[src/rtl/memcs_pkg.sv]
package memcs_pkg;
  localparam int ADDR_W   = 32;
  localparam int BLK_LSB  = 15;
  localparam int TAG_W    = ADDR_W - BLK_LSB;
  localparam int SZ_W     = 4;
  localparam int MAX_SZ   = 13;
  localparam int WAIT_W   = 5;
  localparam int MAX_WAIT = 30;
  localparam int AT_W     = 4;
  localparam int LANES    = 4;

  typedef enum logic [1:0] {
    PORT8   = 2'd0,
    PORT16  = 2'd1,
    PORT32  = 2'd2,
    PORT32X = 2'd3
  } port_e;

  typedef struct packed {
    logic              valid;
    logic [TAG_W-1:0]  base;
    logic [SZ_W-1:0]   size;
    logic [WAIT_W-1:0] waits;
    port_e             port;
    logic [AT_W-1:0]   at_val;
    logic [AT_W-1:0]   at_mask;
  } bank_desc_t;
endpackage

[src/rtl/memcs_bank_regs.sv]
module memcs_bank_regs
  import memcs_pkg::*;
#(
  parameter int NBANK     = 8,
  parameter int BOOT_BANK = 0,
  parameter int BOOT_PORT = 2,
  localparam int IDX_W    = $clog2(NBANK)
) (
  input  logic                         clk,
  input  logic                         rst_n,
  input  logic                         cfg_we,
  input  logic [IDX_W-1:0]             cfg_bank,
  input  logic                         cfg_valid,
  input  logic [TAG_W-1:0]             cfg_base,
  input  logic [SZ_W-1:0]              cfg_size,
  input  logic [WAIT_W-1:0]            cfg_wait,
  input  logic [1:0]                   cfg_port,
  input  logic [AT_W-1:0]              cfg_at_val,
  input  logic [AT_W-1:0]              cfg_at_mask,
  output bank_desc_t [NBANK-1:0]       desc
);
  bank_desc_t boot_d;
  bank_desc_t wr_d;

  // descriptor the boot bank wakes up with
  always_comb begin
    boot_d         = '0;
    boot_d.valid   = 1'b1;
    boot_d.size    = SZ_W'(MAX_SZ);
    boot_d.waits   = WAIT_W'(MAX_WAIT);
    boot_d.port    = port_e'(BOOT_PORT);
  end

  // clamp out-of-range codes once, on the way in
  always_comb begin
    wr_d         = '0;
    wr_d.valid   = cfg_valid;
    wr_d.base    = cfg_base;
    wr_d.size    = (cfg_size > SZ_W'(MAX_SZ)) ? SZ_W'(MAX_SZ) : cfg_size;
    wr_d.waits   = (cfg_wait > WAIT_W'(MAX_WAIT)) ? WAIT_W'(MAX_WAIT) : cfg_wait;
    wr_d.port    = port_e'(cfg_port);
    wr_d.at_val  = cfg_at_val;
    wr_d.at_mask = cfg_at_mask;
  end

  for (genvar b = 0; b < NBANK; b++) begin : g_bank
    bank_desc_t q;
    always_ff @(posedge clk) begin
      if (!rst_n) begin
        q <= (b == BOOT_BANK) ? boot_d : '0;
      end else if (cfg_we && (cfg_bank == IDX_W'(b))) begin
        q <= wr_d;
      end
    end
    assign desc[b] = q;
  end
endmodule

[src/rtl/memcs_match.sv]
module memcs_match
  import memcs_pkg::*;
#(
  parameter int NBANK = 8
) (
  input  bank_desc_t [NBANK-1:0] desc,
  input  logic [TAG_W-1:0]       addr_tag,
  input  logic [AT_W-1:0]        atype,
  output logic                   hit,
  output logic [NBANK-1:0]       sel,
  output logic [WAIT_W-1:0]      sel_waits,
  output port_e                  sel_port
);
  logic [NBANK-1:0] raw;

  for (genvar b = 0; b < NBANK; b++) begin : g_cmp
    logic [TAG_W-1:0] keep;
    logic             tag_ok;
    logic             at_ok;
    assign keep   = {TAG_W{1'b1}} << desc[b].size;
    assign tag_ok = ((addr_tag ^ desc[b].base) & keep) == '0;
    assign at_ok  = ((atype ^ desc[b].at_val) & desc[b].at_mask) == '0;
    assign raw[b] = desc[b].valid && tag_ok && at_ok;
  end

  // isolate the lowest set bit: lowest bank number wins
  assign sel = raw & (~raw + NBANK'(1));
  assign hit = |raw;

  always_comb begin
    logic [1:0] p;
    sel_waits = '0;
    p         = '0;
    for (int i = 0; i < NBANK; i++) begin
      if (sel[i]) begin
        sel_waits = sel_waits | desc[i].waits;
        p         = p | desc[i].port;
      end
    end
    sel_port = port_e'(p);
  end
endmodule

[src/rtl/memcs_lanes.sv]
module memcs_lanes
  import memcs_pkg::*;
(
  input  port_e            port,
  input  logic [1:0]       size,
  input  logic [1:0]       addr_lo,
  output logic [LANES-1:0] be
);
  logic [1:0] pw;
  logic [1:0] es;
  logic [1:0] port_keep;
  logic [1:0] align_keep;
  logic [1:0] off;
  logic [LANES-1:0] span;

  always_comb begin
    pw = (port == PORT32X) ? 2'd2 : 2'(port);
    es = (size == 2'd3) ? 2'd2 : size;
    if (es > pw) es = pw;

    unique case (pw)
      2'd0:    port_keep = 2'b00;
      2'd1:    port_keep = 2'b01;
      default: port_keep = 2'b11;
    endcase

    unique case (es)
      2'd0:    begin align_keep = 2'b11; span = 4'b0001; end
      2'd1:    begin align_keep = 2'b10; span = 4'b0011; end
      default: begin align_keep = 2'b00; span = 4'b1111; end
    endcase

    off = addr_lo & port_keep & align_keep;
    be  = span << off;
  end
endmodule

[src/rtl/memcs_xfer.sv]
module memcs_xfer
  import memcs_pkg::*;
#(
  parameter int NBANK = 8
) (
  input  logic              clk,
  input  logic              rst_n,
  input  logic              req_valid,
  input  logic              req_read,
  input  logic              hit,
  input  logic [NBANK-1:0]  sel,
  input  logic [WAIT_W-1:0] waits,
  input  logic [LANES-1:0]  lanes,
  output logic              req_ready,
  output logic [NBANK-1:0]  cs,
  output logic [LANES-1:0]  be,
  output logic              oe,
  output logic              ack,
  output logic              err
);
  logic              busy_q;
  logic              hit_q;
  logic              rd_q;
  logic [NBANK-1:0]  sel_q;
  logic [WAIT_W-1:0] cnt_q;
  logic [LANES-1:0]  be_q;
  logic              active;

  always_ff @(posedge clk) begin
    if (!rst_n) begin
      busy_q <= 1'b0;
      hit_q  <= 1'b0;
      rd_q   <= 1'b0;
      sel_q  <= '0;
      cnt_q  <= '0;
      be_q   <= '0;
    end else if (!busy_q) begin
      if (req_valid) begin
        busy_q <= 1'b1;
        hit_q  <= hit;
        rd_q   <= req_read;
        sel_q  <= sel;
        cnt_q  <= waits;
        be_q   <= lanes;
      end
    end else if (!hit_q || (cnt_q == '0)) begin
      busy_q <= 1'b0;
    end else begin
      cnt_q <= cnt_q - WAIT_W'(1);
    end
  end

  assign active    = busy_q && hit_q;
  assign req_ready = !busy_q;
  assign cs        = active ? sel_q : '0;
  assign be        = active ? be_q : '0;
  assign oe        = active && rd_q;
  assign ack       = active && (cnt_q == '0);
  assign err       = busy_q && !hit_q;
endmodule

[src/rtl/memcs_ctrl.sv]
module memcs_ctrl
  import memcs_pkg::*;
#(
  parameter int NBANK     = 8,
  parameter int BOOT_BANK = 0,
  parameter int BOOT_PORT = 2
) (
  input  logic                       clk,
  input  logic                       rst_n,
  input  logic                       req_valid,
  output logic                       req_ready,
  input  logic [31:0]                req_addr,
  input  logic [3:0]                 req_atype,
  input  logic [1:0]                 req_size,
  input  logic                       req_read,
  input  logic                       cfg_we,
  input  logic [$clog2(NBANK)-1:0]   cfg_bank,
  input  logic                       cfg_valid,
  input  logic [16:0]                cfg_base,
  input  logic [3:0]                 cfg_size,
  input  logic [4:0]                 cfg_wait,
  input  logic [1:0]                 cfg_port,
  input  logic [3:0]                 cfg_at_val,
  input  logic [3:0]                 cfg_at_mask,
  output logic [NBANK-1:0]           bank_cs,
  output logic [3:0]                 byte_en,
  output logic                       out_en,
  output logic                       xfer_ack,
  output logic                       xfer_err
);
  bank_desc_t [NBANK-1:0] desc;
  logic                   hit;
  logic [NBANK-1:0]       sel;
  logic [WAIT_W-1:0]      sel_waits;
  port_e                  sel_port;
  logic [LANES-1:0]       lanes;
  logic                   unused_addr_mid;

  assign unused_addr_mid = ^req_addr[BLK_LSB-1:2];

  memcs_bank_regs #(
    .NBANK     (NBANK),
    .BOOT_BANK (BOOT_BANK),
    .BOOT_PORT (BOOT_PORT)
  ) u_regs (
    .clk         (clk),
    .rst_n       (rst_n),
    .cfg_we      (cfg_we),
    .cfg_bank    (cfg_bank),
    .cfg_valid   (cfg_valid),
    .cfg_base    (cfg_base),
    .cfg_size    (cfg_size),
    .cfg_wait    (cfg_wait),
    .cfg_port    (cfg_port),
    .cfg_at_val  (cfg_at_val),
    .cfg_at_mask (cfg_at_mask),
    .desc        (desc)
  );

  memcs_match #(.NBANK(NBANK)) u_match (
    .desc      (desc),
    .addr_tag  (req_addr[ADDR_W-1:BLK_LSB]),
    .atype     (req_atype),
    .hit       (hit),
    .sel       (sel),
    .sel_waits (sel_waits),
    .sel_port  (sel_port)
  );

  memcs_lanes u_lanes (
    .port    (sel_port),
    .size    (req_size),
    .addr_lo (req_addr[1:0]),
    .be      (lanes)
  );

  memcs_xfer #(.NBANK(NBANK)) u_xfer (
    .clk       (clk),
    .rst_n     (rst_n),
    .req_valid (req_valid),
    .req_read  (req_read),
    .hit       (hit),
    .sel       (sel),
    .waits     (sel_waits),
    .lanes     (lanes),
    .req_ready (req_ready),
    .cs        (bank_cs),
    .be        (byte_en),
    .oe        (out_en),
    .ack       (xfer_ack),
    .err       (xfer_err)
  );
endmodule

[config.mk]
export PLATFORM = sky130hd
export DESIGN_NAME = memcs_ctrl
export DESIGN_NICKNAME = d
export VERILOG_FILES = /design/src/rtl/memcs_pkg.sv /design/src/rtl/memcs_bank_regs.sv /design/src/rtl/memcs_match.sv /design/src/rtl/memcs_lanes.sv /design/src/rtl/memcs_xfer.sv /design/src/rtl/memcs_ctrl.sv
export SDC_FILE = /design/constraint.sdc
export NUM_CORES = 1
export LEC_CHECK = 0
export BUFFER_PORTS_ARGS = -buffer_cell sky130_fd_sc_hd__buf_2
export CORE_ASPECT_RATIO = 1.2
export CORE_MARGIN = 4
export CORE_UTILIZATION = 50
export CTS_BUF_LIST = sky130_fd_sc_hd__clkbuf_8
export DETAILED_ROUTE_END_ITERATION = 8
export PLACE_DENSITY_LB_ADDON = 0.25
export SLEW_MARGIN = 20
export SYNTH_ARGS = -nofsm -noshare
export SYNTH_HDL_FRONTEND = slang
export SYNTH_SLANG_ARGS = --single-unit
[constraint.sdc]
create_clock -name clk -period 3.5 [get_ports clk]
set_input_delay 0.35 -clock clk [delete_from_list [all_inputs] [get_ports clk]]
set_output_delay 0.35 -clock clk [all_outputs]
set_load 0.01 [all_outputs]
# Word-level counts from Yosys, hierarchy flattened
# Index checks and enable logic that the tools add are counted.
# word_totals
regBits	316
inputBits	83
output_inout_bits	16
# op_classes
add_sub_neg	2
order_cmp	3
n_eq_ne	12
n_shift	9
muxes	32
bitwise	51
reduce_logical	55
# op_table
operator	count
bitwise AND 17 bit	8
zero test 17 bit	8
left shift 17 x 4 -> 17 bit, first input constant	8
XOR 17 bit	8
2-to-1 mux 5 bit	12
bitwise OR 5 bit	7
bitwise AND 4 bit	8
zero test 4 bit	8
XOR 4 bit	8
logical AND 1 bit	28
2-to-1 mux 2 bit	11
bitwise OR 2 bit	7
== test 3 bit, second input constant	4
adder 8 x 1 -> 8 bit, second input constant	1
bitwise AND 8 bit	1
2-to-1 mux 4 bit	2
2-to-1 mux 8 bit	1
inverter 8 bit	1
one-hot mux 2 bit (2 select lines)	2
one-hot mux 4 bit (2 select lines)	1
OR reduction 8 bit	1
== test 3 x 2 -> 1 bit, second input constant	2
> comparator 5 bit, second input constant	1
zero test 5 bit	1
17 further kinds	25

# Logic depth before layout (Yosys ltp)
# Gate-level depths: netlist of run 1.
# logic_depth
word_depth	31
depth_mapped	17

# Modules after synthesis
# From an unflattened synthesis of run 1, not the netlist that was laid out.
# hier_totals
cells_unflattened	1981
area_unflattened_um2	15922.8
# modules_own_cells
mod	instances	cells_each	area_each_um2	seq_area_each_um2
memcs_bank_regs	1	1318	11214.5	5925.7
memcs_match	1	523	3658.5	0.0
memcs_xfer	1	117	903.4	400.4
memcs_lanes	1	23	146.4	0.0

# Worst setup path before layout of run 1
# Ideal clock, no wire load.
# synth_timing
kind	in2reg
startpoint	in req_addr[15]
endpoint	reg u_xfer.be_q[0]
setup_ps	126
t_arrival_ps	3625
required_time_ps	3374
path_slack_ps	-251
stages	16
path_cell_list	buf_2 -> xor2_1 -> o2bb2ai_1 -> o31ai_1 -> a31oi_1 -> a2bb2oi_2 -> or4b_4 -> o311a_1 -> and2_1 -> ha_1 -> nand2_1 -> o21ai_0 -> a31oi_1 -> nand2_1 -> nor4bb_1 -> nor3_1
# synth_via
elab_chain_cells	31
word_cells_on_any_way	72
# synth_rtl
element	line_no	rtl
start: declaration	memcs_ctrl.sv:12	input logic [31:0] req_addr,
XOR 17 bit	memcs_match.sv:21	assign tag_ok = ((addr_tag ^ desc[b].base) & keep) == '0;
bitwise AND 17 bit	memcs_match.sv:21	
zero test 17 bit	memcs_match.sv:21	
logical AND 1 bit (2 in series)	memcs_match.sv:23	assign raw[b] = desc[b].valid && tag_ok && at_ok;
inverter 8 bit	memcs_match.sv:27	assign sel = raw & (~raw + NBANK'(1));
adder 8 x 1 -> 8 bit	memcs_match.sv:27	
bitwise AND 8 bit *	memcs_match.sv:27	
2-to-1 mux 2 bit	memcs_match.sv:35	if (sel[i]) begin
(+14 left out)	n/a	
== test 2 bit	memcs_lanes.sv:17	pw = (port == PORT32X) ? 2'd2 : 2'(port);
2-to-1 mux 2 bit *	memcs_lanes.sv:17	
> comparator 2 bit	memcs_lanes.sv:19	if (es > pw) es = pw;
2-to-1 mux 2 bit	memcs_lanes.sv:19	
== test 2 x 1 -> 1 bit / zero test 2 bit (equally long branches)	memcs_lanes.sv:27	unique case (es)
one-hot mux 2 bit (2 select lines)	memcs_lanes.sv:27	
bitwise AND 2 bit	memcs_lanes.sv:33	off = addr_lo & port_keep & align_keep;
left shift 4 x 2 -> 4 bit *	memcs_lanes.sv:34	be = span << off;
end signal: assignment	memcs_xfer.sv:44	be_q <= lanes;
end: declaration	memcs_xfer.sv:26	logic [LANES-1:0] be_q;
# Mark *: on every way between the ends. The rest lies on a longest branch, timed or not.
# A chain may end at the register's enable or synchronous reset.

# Final worst setup path of run 1
# layout_timing
startpoint	reg u_regs.g_bank[2].q (netlist bit u_regs.desc[90])
endpoint	reg u_xfer.be_q[0]
# layout_via
elab_chain_cells	27
word_cells_on_any_way	33
# layout_rtl
element	line_no	rtl
start: declaration	memcs_bank_regs.sv:47	bank_desc_t q;
start signal: assignment	memcs_bank_regs.sv:50	q <= (b == BOOT_BANK) ? boot_d : '0;
start signal: assignment	memcs_bank_regs.sv:52	q <= wr_d;
left shift 17 x 4 -> 17 bit *	memcs_match.sv:20	assign keep = {TAG_W{1'b1}} << desc[b].size;
bitwise AND 17 bit *	memcs_match.sv:21	
zero test 17 bit *	memcs_match.sv:21	
logical AND 1 bit * (2 in series)	memcs_match.sv:23	
inverter 8 bit	memcs_match.sv:27	
adder 8 x 1 -> 8 bit	memcs_match.sv:27	
bitwise AND 8 bit *	memcs_match.sv:27	
2-to-1 mux 2 bit	memcs_match.sv:35	
(+10 left out)	n/a	
== test 2 bit	memcs_lanes.sv:17	
2-to-1 mux 2 bit *	memcs_lanes.sv:17	
> comparator 2 bit	memcs_lanes.sv:19	
2-to-1 mux 2 bit	memcs_lanes.sv:19	
== test 2 x 1 -> 1 bit / zero test 2 bit (equally long branches)	memcs_lanes.sv:27	
one-hot mux 2 bit (2 select lines)	memcs_lanes.sv:27	
bitwise AND 2 bit	memcs_lanes.sv:33	
left shift 4 x 2 -> 4 bit *	memcs_lanes.sv:34	
# Marks and branches as above.

==> results of run 1 <==
Yosys cell counts (18+ instances only):
library cell	number
nor2_1	33
xnor2_1	70
xor2_1	98
nand3_1	31
and3_1	18
dfxtp_1	316
buf_2	19
nand2_1	653
clkbuf_1	121
a21oi_1	20
a21boi_0	292
a22oi_1	22
o21ai_0	47
buf_4	31
report_power, final:
part | total, W | internal, W | switching [W] | leakage [nW]
sequential | 0.00374 | 0.00368 | 0.0000614 | 2.57
combinational | 0.000937 | 0.000379 | 0.000558 | 4.12
clock | 0.00304 | 0.00155 | 0.00149 | 0.572
total | 0.00772 | 0.00561 | 0.00211 | 7.26
cell type report:
type	count	area share, %
inverters	16	0.321
well taps	396	2.65
diodes	2	0.0267
clock buffers	60	4.41
flip-flops and latches	316	33.9
repair buffers	288	11.0
clock inverters	31	0.722
multi-input cells	1468	47.0
how the worst min path moves through the flow:
stage	start	to
5_1_grt	req_addr[1]	u_xfer.be_q[2]$_SDFFE_PN0P_
2_1_floorplan	u_xfer.sel_q[4]$_SDFFE_PN0P_	u_xfer.sel_q[4]$_SDFFE_PN0P_
3_3_place_gp	u_regs.desc[295]$_SDFFE_PN0P_	u_regs.desc[295]$_SDFFE_PN0P_
4_1_cts	req_addr[1]	u_xfer.be_q[3]$_SDFFE_PN0P_
3_5_place_dp	u_xfer.sel_q[4]$_SDFFE_PN0P_	u_xfer.sel_q[4]$_SDFFE_PN0P_
6_report	req_addr[1]	u_xfer.be_q[3]$_SDFFE_PN0P_
layer usage:
metal / vias to the layer above / global-route usage [%] / share of wire [%] / wire length (um)
li1: 6910 / - / - / -
met1: 6963 / 35.0 / 38 / 20500
met2: 610 / 51.6 / 48 / 25500
met3: 188 / 4.60 / 6.5 / 3500
met4: 0 / 20.0 / 7.6 / 4080
met5: - / 0 / 0 / 0
registers in the layout, indices dropped and copies added (netlist names):
signal / flops
u_xfer.sel_q: 8
u_xfer.busy_q: 1
u_regs.desc: 296
u_xfer.be_q: 4
u_xfer.hit_q: 1
u_xfer.cnt_q: 5
u_xfer.rd_q: 1
critical path, delay by kind of cell, from the launching register on:
kind            cells  cell delay, ns
compound gates      6            1.30
fa+ha+maj           1            0.20
buf+inv             4            0.51
flops               1            0.35
simple gates        7            1.07
kinds of logic after synthesis:
family | after synthesis | synth area share, %
XOR/XNOR | 168 | 9.39
AO/OA/AOI/OAI | 483 | 22.8
buffers and inverters | 189 | 5.52
AND/OR/NAND/NOR | 809 | 21.3
multiplexers | 1 | 0.0639
flip-flops | 316 | 40.4
adder cells (fa/ha/maj) | 7 | 0.527
what timing repair did:
action	4_1_cts	5_1_grt
resized for setup	51	18
pin swaps	29	19
buffers inserted	17	0
hold buffers	1	0
endpoints found under the hold margin	1	0
setup endpoints to repair	4	4
metrics by stage:
| stage | hold WS, ns | setup WS [ns] | instance area [um^2] | power [W] |
|---|---|---|---|---|
| finish | 0.0404 | -0.0499 | 18700 | 0.00772 |
| global route | 0.0293 | -0.186 | 18700 | 0.00800 |
| CTS | 0.00718 | -0.0470 | 18600 | 0.00772 |
| floorplan | 0.437 | 0.00104 | 15700 | 0.00433 |
| global placement | 0.446 | -0.307 | 17400 | 0.00468 |
| detailed placement | 0.455 | -0.450 | 17400 | 0.00470 |
==> key figures, run 1 <==
Hold path
  • Worst Hold Class: in2reg
  • Hold path depth: 3

Setup path
  • Setup crit start: u_regs.desc[90]$_SDFFE_PN0P_
  • Crit path top cell by count: buf_4
  • Critical Path Slowest Stage Cell: a2111oi_4
  • CP Class: reg2reg
  • Reg2reg start: u_regs.desc[90]$_SDFFE_PN0P_
  • Setup crit start kind: flip-flop
  • CP Cell Sequence: nand4_1 -> a22oi_2 -> nand4_1 -> buf_4 -> a2111oi_4 -> buf_4 -> buf_4 -> inv_1 -> o211ai_1 -> o311a_4 -> and2_4 -> ha_4 -> nand2_4 -> o21ai_4 -> a31oi_4 -> nand2_2 -> nor4bb_2 -> nor3_1
  • CP endpoint: u_xfer.be_q[0]$_SDFFE_PN0P_
  • Reg-to-reg slack, setup: -0.05 ns
  • WP data arrival: 4.03 ns
  • Critical path required time: 3.98 ns
  • Worst-path maximum fanout: 4
  • RR Endpoint: u_xfer.be_q[0]$_SDFFE_PN0P_
  • R2R depth: 18
  • Crit. End Element: flip-flop
  • Max stage delay on crit path: 0.39 ns

Clock tree
  • CTS Sinks: between 300 and 400
  • Number of H-tree levels: 2
  • CTS root buffer: clkbuf_8
  • CTS clk-pin slew, worst paths: about 0.070 ns
  • CTS Buffer Depth: 3
  • CTS buffer count: 52
  • CTS tree: built
  • Worst skew pair latency: 0.60 ns

Global route
  • Initial antenna violation count: 1
  • Vias in the first global route: 14300
  • First-pass GRT wire length: roughly 80000 um
  • GRT Total Usage: between 30% and 40%
  • Grt total ovfl: 0
  • Largest net degree at the start of global routing: 131

Yosys
  • Number of synthesized flops with an enable pin: 0
  • Ys flop type: dfxtp_1
  • Ranking of synthesized cells by area: dfxtp_1 40%, nand2_1 16%, a21boi_0 14%
  • Top cell type's share of synthesized area: 40.4%
  • Cell taking the most area after synthesis: dfxtp_1
  • Sequential share of the synthesized area: 40.4%
  • Syn Area/Cell: 7.94 um^2
  • Yosys Warn Count: 0
  • Seq cells post-synth: 316
  • Mapped cell area: 0.0157 mm^2
  • Net Count, Synth: a little over 2000
  • Synth cell types: 68
  • Asr flop ratio synth: 0%
  • Post-Syn Instances: around 2000

Detailed routing
  • Initial detailed-routing violation count: 1189
  • Via density: 5.69
  • Routed WL: between 50000 and 60000 um
  • Detail Route Antenna Nets: 0
  • Vias post-DR: 14700
  • 1st-pass router iterations: 7
  • Per-cell routed wire length: 20.8 um
  • # DRC: 0

Floorplan
  • Starting Density: 51.0%
  • I/O pin count: 99
  • Die Ht: between 200 and 250 um
  • Core area: between 0.03 and 0.04 mm^2
  • Site row count: 70
  • Die area: approximately 0.034 mm^2
  • Die span in x: 170 um

Timing
  • Final Hold Viols: 0
  • Clock skew: 0.0237 ns
  • Tcrit/Tclk final: 101%
  • Fmax: ~280 MHz
  • Pins Over Slew Limit: 0
  • Fin worst setup slack: -0.0499 ns
  • Setup Viol. Count Final: 2
  • Normalized max-slew margin: 34.1%
  • Tmin final: 3.55 ns
  • Unrepaired setup endpoints after global routing: yes
  • Final setup TNS: -0.0795 ns
  • Slew @ Worst Pin: just under 1 ns

Finish
  • Fin util: 60.9%
  • Layout Nets: 2230
  • Most frequent cells in the layout: 649 x nand2_1, 303 x dfxtp_1, 291 x a21boi_0
  • Leading cell type in the layout, fill and taps excluded: nand2_1
  • P&R area growth vs syn: 19.5%
  • Share of layout cells above drive strength 1: 19.8%
  • Fin cells: 2577
  • Fillers: 2722
  • Multi-input logic area: 0.00880 mm^2
  • Storage cell area: between 0.006 and 0.007 mm^2

Pwr
  • Leakage dissipation: about 7.3 nW
  • Cell Pwr Density: 412 mW/mm^2
  • Peak supply drop: 0.000352 V

Placement
  • Final RePlAce weighted congestion: 0.985
  • Port Buf Inserts: 85
  • Dpl hpwl: between 30000 and 40000 um
  • Placed cell count: 2466

Outcome
  • Violated checks: negative setup slack
  • Status: complete, but fails checks

Run
  • Max Cap Violations: 0
Note: power is estimated with default switching activity, not from simulation.
==> inputs of run 2 (changes only) <==
- HOLD_SLACK_MARGIN: default -> 0.05
==> key figures, run 2 (same netlist as run 1, synthesis figures left out) <==
Outcome
  • Status: complete, but fails checks
  • Violated checks: negative setup slack

Detailed routing
  • # DRC: 0 (unchanged)
  • Per-cell routed wire length: 20.8 um (about the same)
  • Routed WL: 53600 um (about the same)
  • Routed wl met2: 25500 um (about the same)
  • M1 WL: 20800 um (+1.6%)
  • Max layer used: met4
  • Detail Route Antenna Nets: 0 (unchanged)
  • Via density: 5.70 (about the same)
  • Vias post-DR: 14700 (+0.14%)
  • Initial detailed-routing violation count: 1182 (-0.59%)
  • Met3 wire length: 3180 um (-9.0%)
  • 1st-pass router iterations: 5 (-2)

Timing
  • Clock skew: 0.0229 ns (-0.000845 ns)
  • Tmin final: 3.54 ns (-0.00646 ns)
  • Tcrit/Tclk final: 101% (-0.18 points)
  • Fin worst setup slack: -0.0434 ns (+0.00646 ns)
  • Unrepaired setup endpoints after global routing: yes
  • Pins Over Slew Limit: 0 (unchanged)
  • Fmax: 282 MHz (+0.18%)
  • Final Hold Viols: 0 (unchanged)
  • Final setup TNS: -0.0809 ns (-0.00136 ns)
  • Slew @ Worst Pin: 1.03 ns (+0.0499 ns)
  • Fin Hold WS: 0.0803 ns (+0.0400 ns)
  • Normalized max-slew margin: 30.7% (-3.4 points)
  • Setup Viol. Count Final: 2 (unchanged)

Clock tree
  • CTS Sinks: 316 (unchanged)
  • CTS tree: built
  • Number of H-tree levels: 2 (unchanged)
  • CTS buffer count: 52 (unchanged)
  • CTS Buffer Depth: 3 (unchanged)
  • CTS clk-pin slew, worst paths: 0.07 ns (about the same)
  • Worst skew pair latency: 0.61 ns (about the same)
  • CTS root buffer: clkbuf_8

Placement
  • Dpl hpwl: 36600 um (unchanged)
  • Port Buf Inserts: 85 (unchanged)
  • Instance area at placement: 0.0174 mm^2 (unchanged)
  • Final RePlAce weighted congestion: 0.985 (unchanged)
  • Placed cell count: 2466 (unchanged)

Finish
  • Most frequent cells in the layout: 649 x nand2_1, 303 x dfxtp_1, 291 x a21boi_0
  • Fin util: 60.9% (about the same)
  • P&R area growth vs syn: 19.6% (about the same)
  • Layout Nets: 2231 (+0.045%)
  • Max FFs per register: 296 (unchanged)
  • Share of layout cells above drive strength 1: 19.8% (about the same)
  • Fin cells: 2579 (+0.078%)
  • Leading cell type in the layout, fill and taps excluded: nand2_1
  • Cell area after layout: 0.0187 mm^2 (about the same)

Pwr
  • Peak supply drop: 0.000347 V (-1.3%)
  • Cell Pwr Density: 413 mW/mm^2 (about the same)
  • NetSw: 0.00212 W (+0.34%)
  • Pint: 0.00561 W (about the same)
  • Clock share of power: 39.4% (about the same)
  • Net Sw Frac: 27.4% (+0.066 points)
  • Leakage dissipation: 7.26 nW (about the same)
  • Combinational share of power: 12.1% (about the same)
  • Sequential power share: 48.4% (about the same)

Floorplan
  • Die area: 0.0342 mm^2 (unchanged)
  • Core area: 0.0307 mm^2 (unchanged)
  • I/O pin count: 99 (unchanged)
  • Die span in x: 170 um (unchanged)
  • Starting Density: 51.0% (unchanged)
  • Die Ht: 202 um (unchanged)
  • Site row count: 70 (unchanged)

Global route
  • Grt total ovfl: 0 (unchanged)
  • GRT Total Usage: 30.3% (unchanged)
  • First-pass GRT wire length: 81100 um (unchanged)
  • Largest net degree at the start of global routing: 131 (unchanged)
  • Vias in the first global route: 14300 (unchanged)
  • Initial antenna violation count: 1 (unchanged)

Run
  • Max Cap Violations: 0 (unchanged)

Setup path
  • CP Class: reg2reg
  • Setup crit start kind: flip-flop
  • WP data arrival: 4.03 ns (about the same)
  • Crit. End Element: flip-flop
  • Critical Path Slowest Stage Cell: a2111oi_4
  • Crit path top cell by count: buf_4
  • CP Cell Sequence: nand4_1 -> a22oi_2 -> nand4_1 -> buf_4 -> a2111oi_4 -> buf_4 -> buf_4 -> inv_1 -> o211ai_1 -> o311a_4 -> and2_4 -> ha_4 -> nand2_4 -> o21ai_4 -> a31oi_4 -> nand2_2 -> nor4bb_2 -> nor3_1
  • Max stage delay on crit path: 0.39 ns (about the same)
  • Reg-to-reg slack, setup: -0.04 ns (about the same)
  • Worst-path maximum fanout: 4 (unchanged)
  • Critical path required time: 3.99 ns (about the same)

Hold path
  • Worst Hold Class: in2reg
## run 2: changes by cell type in the layout (fill, tap and decap cells not counted)
cell,delta
diode_2,+1
dlygate4sd3_1,+1
## run 2: final timing paths
path / from / end / depth (start not counted)
max: u_regs.desc[90]$_SDFFE_PN0P_ / u_xfer.be_q[0]$_SDFFE_PN0P_ / 18
min: cfg_port[0] / u_regs.desc[193]$_SDFFE_PN0P_ / 3
max reg2reg: u_regs.desc[90]$_SDFFE_PN0P_ / u_xfer.be_q[0]$_SDFFE_PN0P_ / 18
min reg2reg: u_xfer.sel_q[4]$_SDFFE_PN0P_ / u_xfer.sel_q[4]$_SDFFE_PN0P_ / 2
## run 2: critical path: cells and delay by family (launching register included)
kind / cells / cell delay [ns]
compound gates: 6 / 1.30
fa+ha+maj: 1 / 0.20
buf+inv: 4 / 0.51
flops: 1 / 0.35
simple gates: 7 / 1.05
## run 2: repair_timing
action                                  CTS  global route
gates cloned                              0             0
setup buffers                            17             0
endpoints found under the setup margin    4             4
pin swaps                                29            19
hold buffers                              2             0
resized for setup                        51            18
endpoints found under the hold margin     3             0
## run 2: stage by stage
| step | worst slack (ns) | total power, W |
|---|---|---|
| finish | -0.0434 | 0.00773 |
| global route | -0.186 | 0.00801 |
| CTS | -0.0470 | 0.00772 |
| detailed placement | -0.450 | 0.00470 |
| global placement | -0.307 | 0.00468 |
| floorplan | 0.00104 | 0.00433 |
## run 2: metal layers
layer | vias to the layer above | global-route usage, %
li1 | 6912 | -
met1 | 6969 | 35.0
met2 | 614 | 51.6
met3 | 196 | 4.58
met4 | 0 | 20.0
met5 | - | 0
## run 2: final cells by class
cell class              instances  area (um^2)
clock buffers                  60          826
inverters                      16         60.1
fillers                      2720        12000
clock inverters                31          135
repair buffers                289         2060
flip-flops and latches        316         6340
diodes                          3         7.51
multi-input cells            1468         8800
well taps                     396          495
## run 2: power by group through the flow
| stage | Sequential, W | Combinational [W] | Clock, W |
|---|---|---|---|
| final | 0.00374 | 0.000939 | 0.00305 |
| after floorplan | 0.00380 | 0.000532 | 0 |
| after global routing | 0.00375 | 0.000995 | 0.00326 |
| after global placement | 0.00382 | 0.000862 | 0 |
| after CTS | 0.00374 | 0.000901 | 0.00308 |
| after detailed placement | 0.00382 | 0.000874 | 0 |
==> inputs of run 3 (changes only) <==
- CORE_UTILIZATION: 50 -> 57
==> key figures, run 3 (same netlist as run 1, synthesis figures left out) <==
Outcome
  • Status: complete, but fails checks
  • Violated checks: negative setup slack

Timing
  • Fin Hold WS: 0.0496 ns (-0.0308 ns)
  • Final Hold Viols: 0 (unchanged)
  • Tmin final: 3.66 ns (+0.119 ns)
  • Clock skew: 0.0193 ns (-0.00357 ns)
  • Normalized max-slew margin: 34.8% (+4.0 points)
  • Setup Viol. Count Final: 2 (unchanged)
  • Pins Over Slew Limit: 0 (unchanged)
  • Unrepaired setup endpoints after global routing: yes
  • Fmax: 273 MHz (-3.2%)
  • Fin worst setup slack: -0.162 ns (-0.119 ns)
  • Slew @ Worst Pin: 0.971 ns (-0.0545 ns)
  • Tcrit/Tclk final: 105% (+3.4 points)
  • Final setup TNS: -0.245 ns (-0.164 ns)

Global route
  • Largest net degree at the start of global routing: 154 (+18%)
  • Grt total ovfl: 0 (unchanged)
  • Initial antenna violation count: 1 (unchanged)
  • First-pass GRT wire length: 80100 um (-1.2%)
  • Vias in the first global route: 14200 (-0.80%)
  • GRT Total Usage: 33.8% (+3.4 points)

Setup path
  • Reg2reg start: u_regs.desc[91]$_SDFFE_PN0P_
  • RR Endpoint: u_xfer.be_q[0]$_SDFFE_PN0P_
  • Worst-path maximum fanout: 4 (unchanged)
  • Reg-to-reg slack, setup: -0.16 ns (-0.12 ns)
  • R2R depth: 16 (-2)
  • Crit. End Element: flip-flop
  • WP data arrival: 4.14 ns (+0.11 ns)
  • Critical path required time: 3.98 ns (about the same)
  • CP Class: reg2reg
  • Setup crit start kind: flip-flop

Clock tree
  • CTS root buffer: clkbuf_8
  • Worst skew pair latency: 0.60 ns (about the same)
  • CTS tree: built
  • CTS buffer count: 51 (-1.9%)
  • Number of H-tree levels: 2 (unchanged)
  • CTS Sinks: 316 (unchanged)
  • CTS Buffer Depth: 3 (unchanged)
  • CTS clk-pin slew, worst paths: 0.06 ns (about the same)

Detailed routing
  • Via density: 5.96 (+4.7%)
  • Per-cell routed wire length: 21.3 um (+2.4%)
  • Routed WL: 53000 um (-0.98%)
  • Initial detailed-routing violation count: 1462 (+24%)
  • Detail Route Antenna Nets: 0 (unchanged)
  • Vias post-DR: 14900 (+1.2%)
  • # DRC: 0 (unchanged)
  • 1st-pass router iterations: 9 (+4)

Floorplan
  • Die Ht: 190 um (-6.1%)
  • Die area: 0.0302 mm^2 (-12%)
  • Site row count: 66 (-5.7%)
  • Core area: 0.0271 mm^2 (-12%)
  • I/O pin count: 99 (unchanged)
  • Starting Density: 57.9% (+6.9 points)
  • Die span in x: 159 um (-6.0%)

Finish
  • Fillers: 2244 (-18%)
  • Share of layout cells above drive strength 1: 19.3% (-0.53 points)
  • Leading cell type in the layout, fill and taps excluded: nand2_1
  • P&R area growth vs syn: 18.5%
  • Layout Nets: 2206 (-1.1%)
  • Most frequent cells in the layout: 648 x nand2_1, 303 x dfxtp_1, 290 x a21boi_0
  • Max FFs per register: 296 (unchanged)

Run
  • Max Cap Violations: 0 (unchanged)

Hold path
  • Hold path depth: 3 (unchanged)
  • Worst Hold Class: in2reg
  • Hold path endpoint: u_xfer.be_q[3]$_SDFFE_PN0P_
  • Hold path startpoint: req_addr[1]

Placement
  • Dpl hpwl: 35900 um (-1.8%)
  • Port Buf Inserts: 85 (unchanged)
  • Final RePlAce weighted congestion: 0.971 (-1.4%)

Pwr
  • Cell Pwr Density: 419 mW/mm^2 (+1.7%)
  • Peak supply drop: 0.000315 V (-9.4%)
  • Leakage dissipation: 7.18 nW (-1.2%)
[run 3: worst max-delay path, cell delays in order, from the launching register on]
cell,delay [ns]
dfxtp_2,0.38
nand4_1,0.29
a22oi_1,0.32
nand4_1,0.12
buf_4,0.18
a2111oi_4,0.32
buf_4,0.20
o211ai_1,0.08
a31o_2,0.26
o311a_4,0.14
ha_4,0.30
nor2b_4,0.16
o21ai_4,0.09
a31oi_4,0.18
nand2_2,0.11
nor4bb_2,0.33
nor3_1,0.09
[run 3: report_power, final]
group / switching, W / internal, W / leakage, nW / total (W)
combinational: 0.000555 / 0.000374 / 4.04 / 0.000929
sequential: 0.0000644 / 0.00368 / 2.57 / 0.00374
clock: 0.00147 / 0.00165 / 0.578 / 0.00312
[run 3: routing by layer]
metal / GRT usage (%) / part of all wire, %
met1: 38.6 / 37
met2: 59.1 / 48
met3: 5.09 / 7.4
met4: 21.9 / 7.9
met5: 0 / 0
[run 3: through the flow]
stage               std cells  cell area [um^2]  setup slack (ns)  total power (W)  utilization [%]
floorplan                1973             15700           0.00104          0.00433                -
global placement         2397             17200            -0.495          0.00466             63.5
detailed placement       2397             17200            -0.553          0.00468             63.5
CTS                      2489             18300           -0.0567          0.00776             67.7
global route             2493             18600            -0.214          0.00803             68.6
finish                   2493             18600            -0.162          0.00779             68.6
[run 3: worst max-delay path by stage]
stage / startpoint / to
finish: u_regs.desc[91]$_SDFFE_PN0P_ / u_xfer.be_q[0]$_SDFFE_PN0P_
global route: u_regs.desc[54]$_SDFFE_PN0P_ / u_xfer.be_q[0]$_SDFFE_PN0P_
CTS: u_regs.desc[165]$_SDFFE_PN0P_ / u_xfer.be_q[0]$_SDFFE_PN0P_
detailed placement: req_atype[1] / u_xfer.be_q[0]$_SDFFE_PN0P_
global placement: req_atype[1] / u_xfer.be_q[0]$_SDFFE_PN0P_
floorplan: req_addr[24] / u_xfer.be_q[0]$_SDFFE_PN0P_
[run 3: timing repair]
item,CTS,global route
hold buffers,1,0
pin swaps,14,23
gates cloned,0,0
endpoints found under the hold margin,1,0
setup buffers,4,4
setup endpoints to repair,4,4
gates resized for setup,36,56
[run 3: final cells by class]
type / instances / area, um^2 / area share, %
antenna: 1 / 2.50 / 0.0135
clock buffer: 65 / 895 / 4.82
clock inverter: 22 / 87.6 / 0.472
inverter: 16 / 60.1 / 0.323
multi-input combinational: 1468 / 8840 / 47.6
sequential: 316 / 6350 / 34.2
tap: 340 / 425 / 2.29
timing repair buffer: 265 / 1900 / 10.3
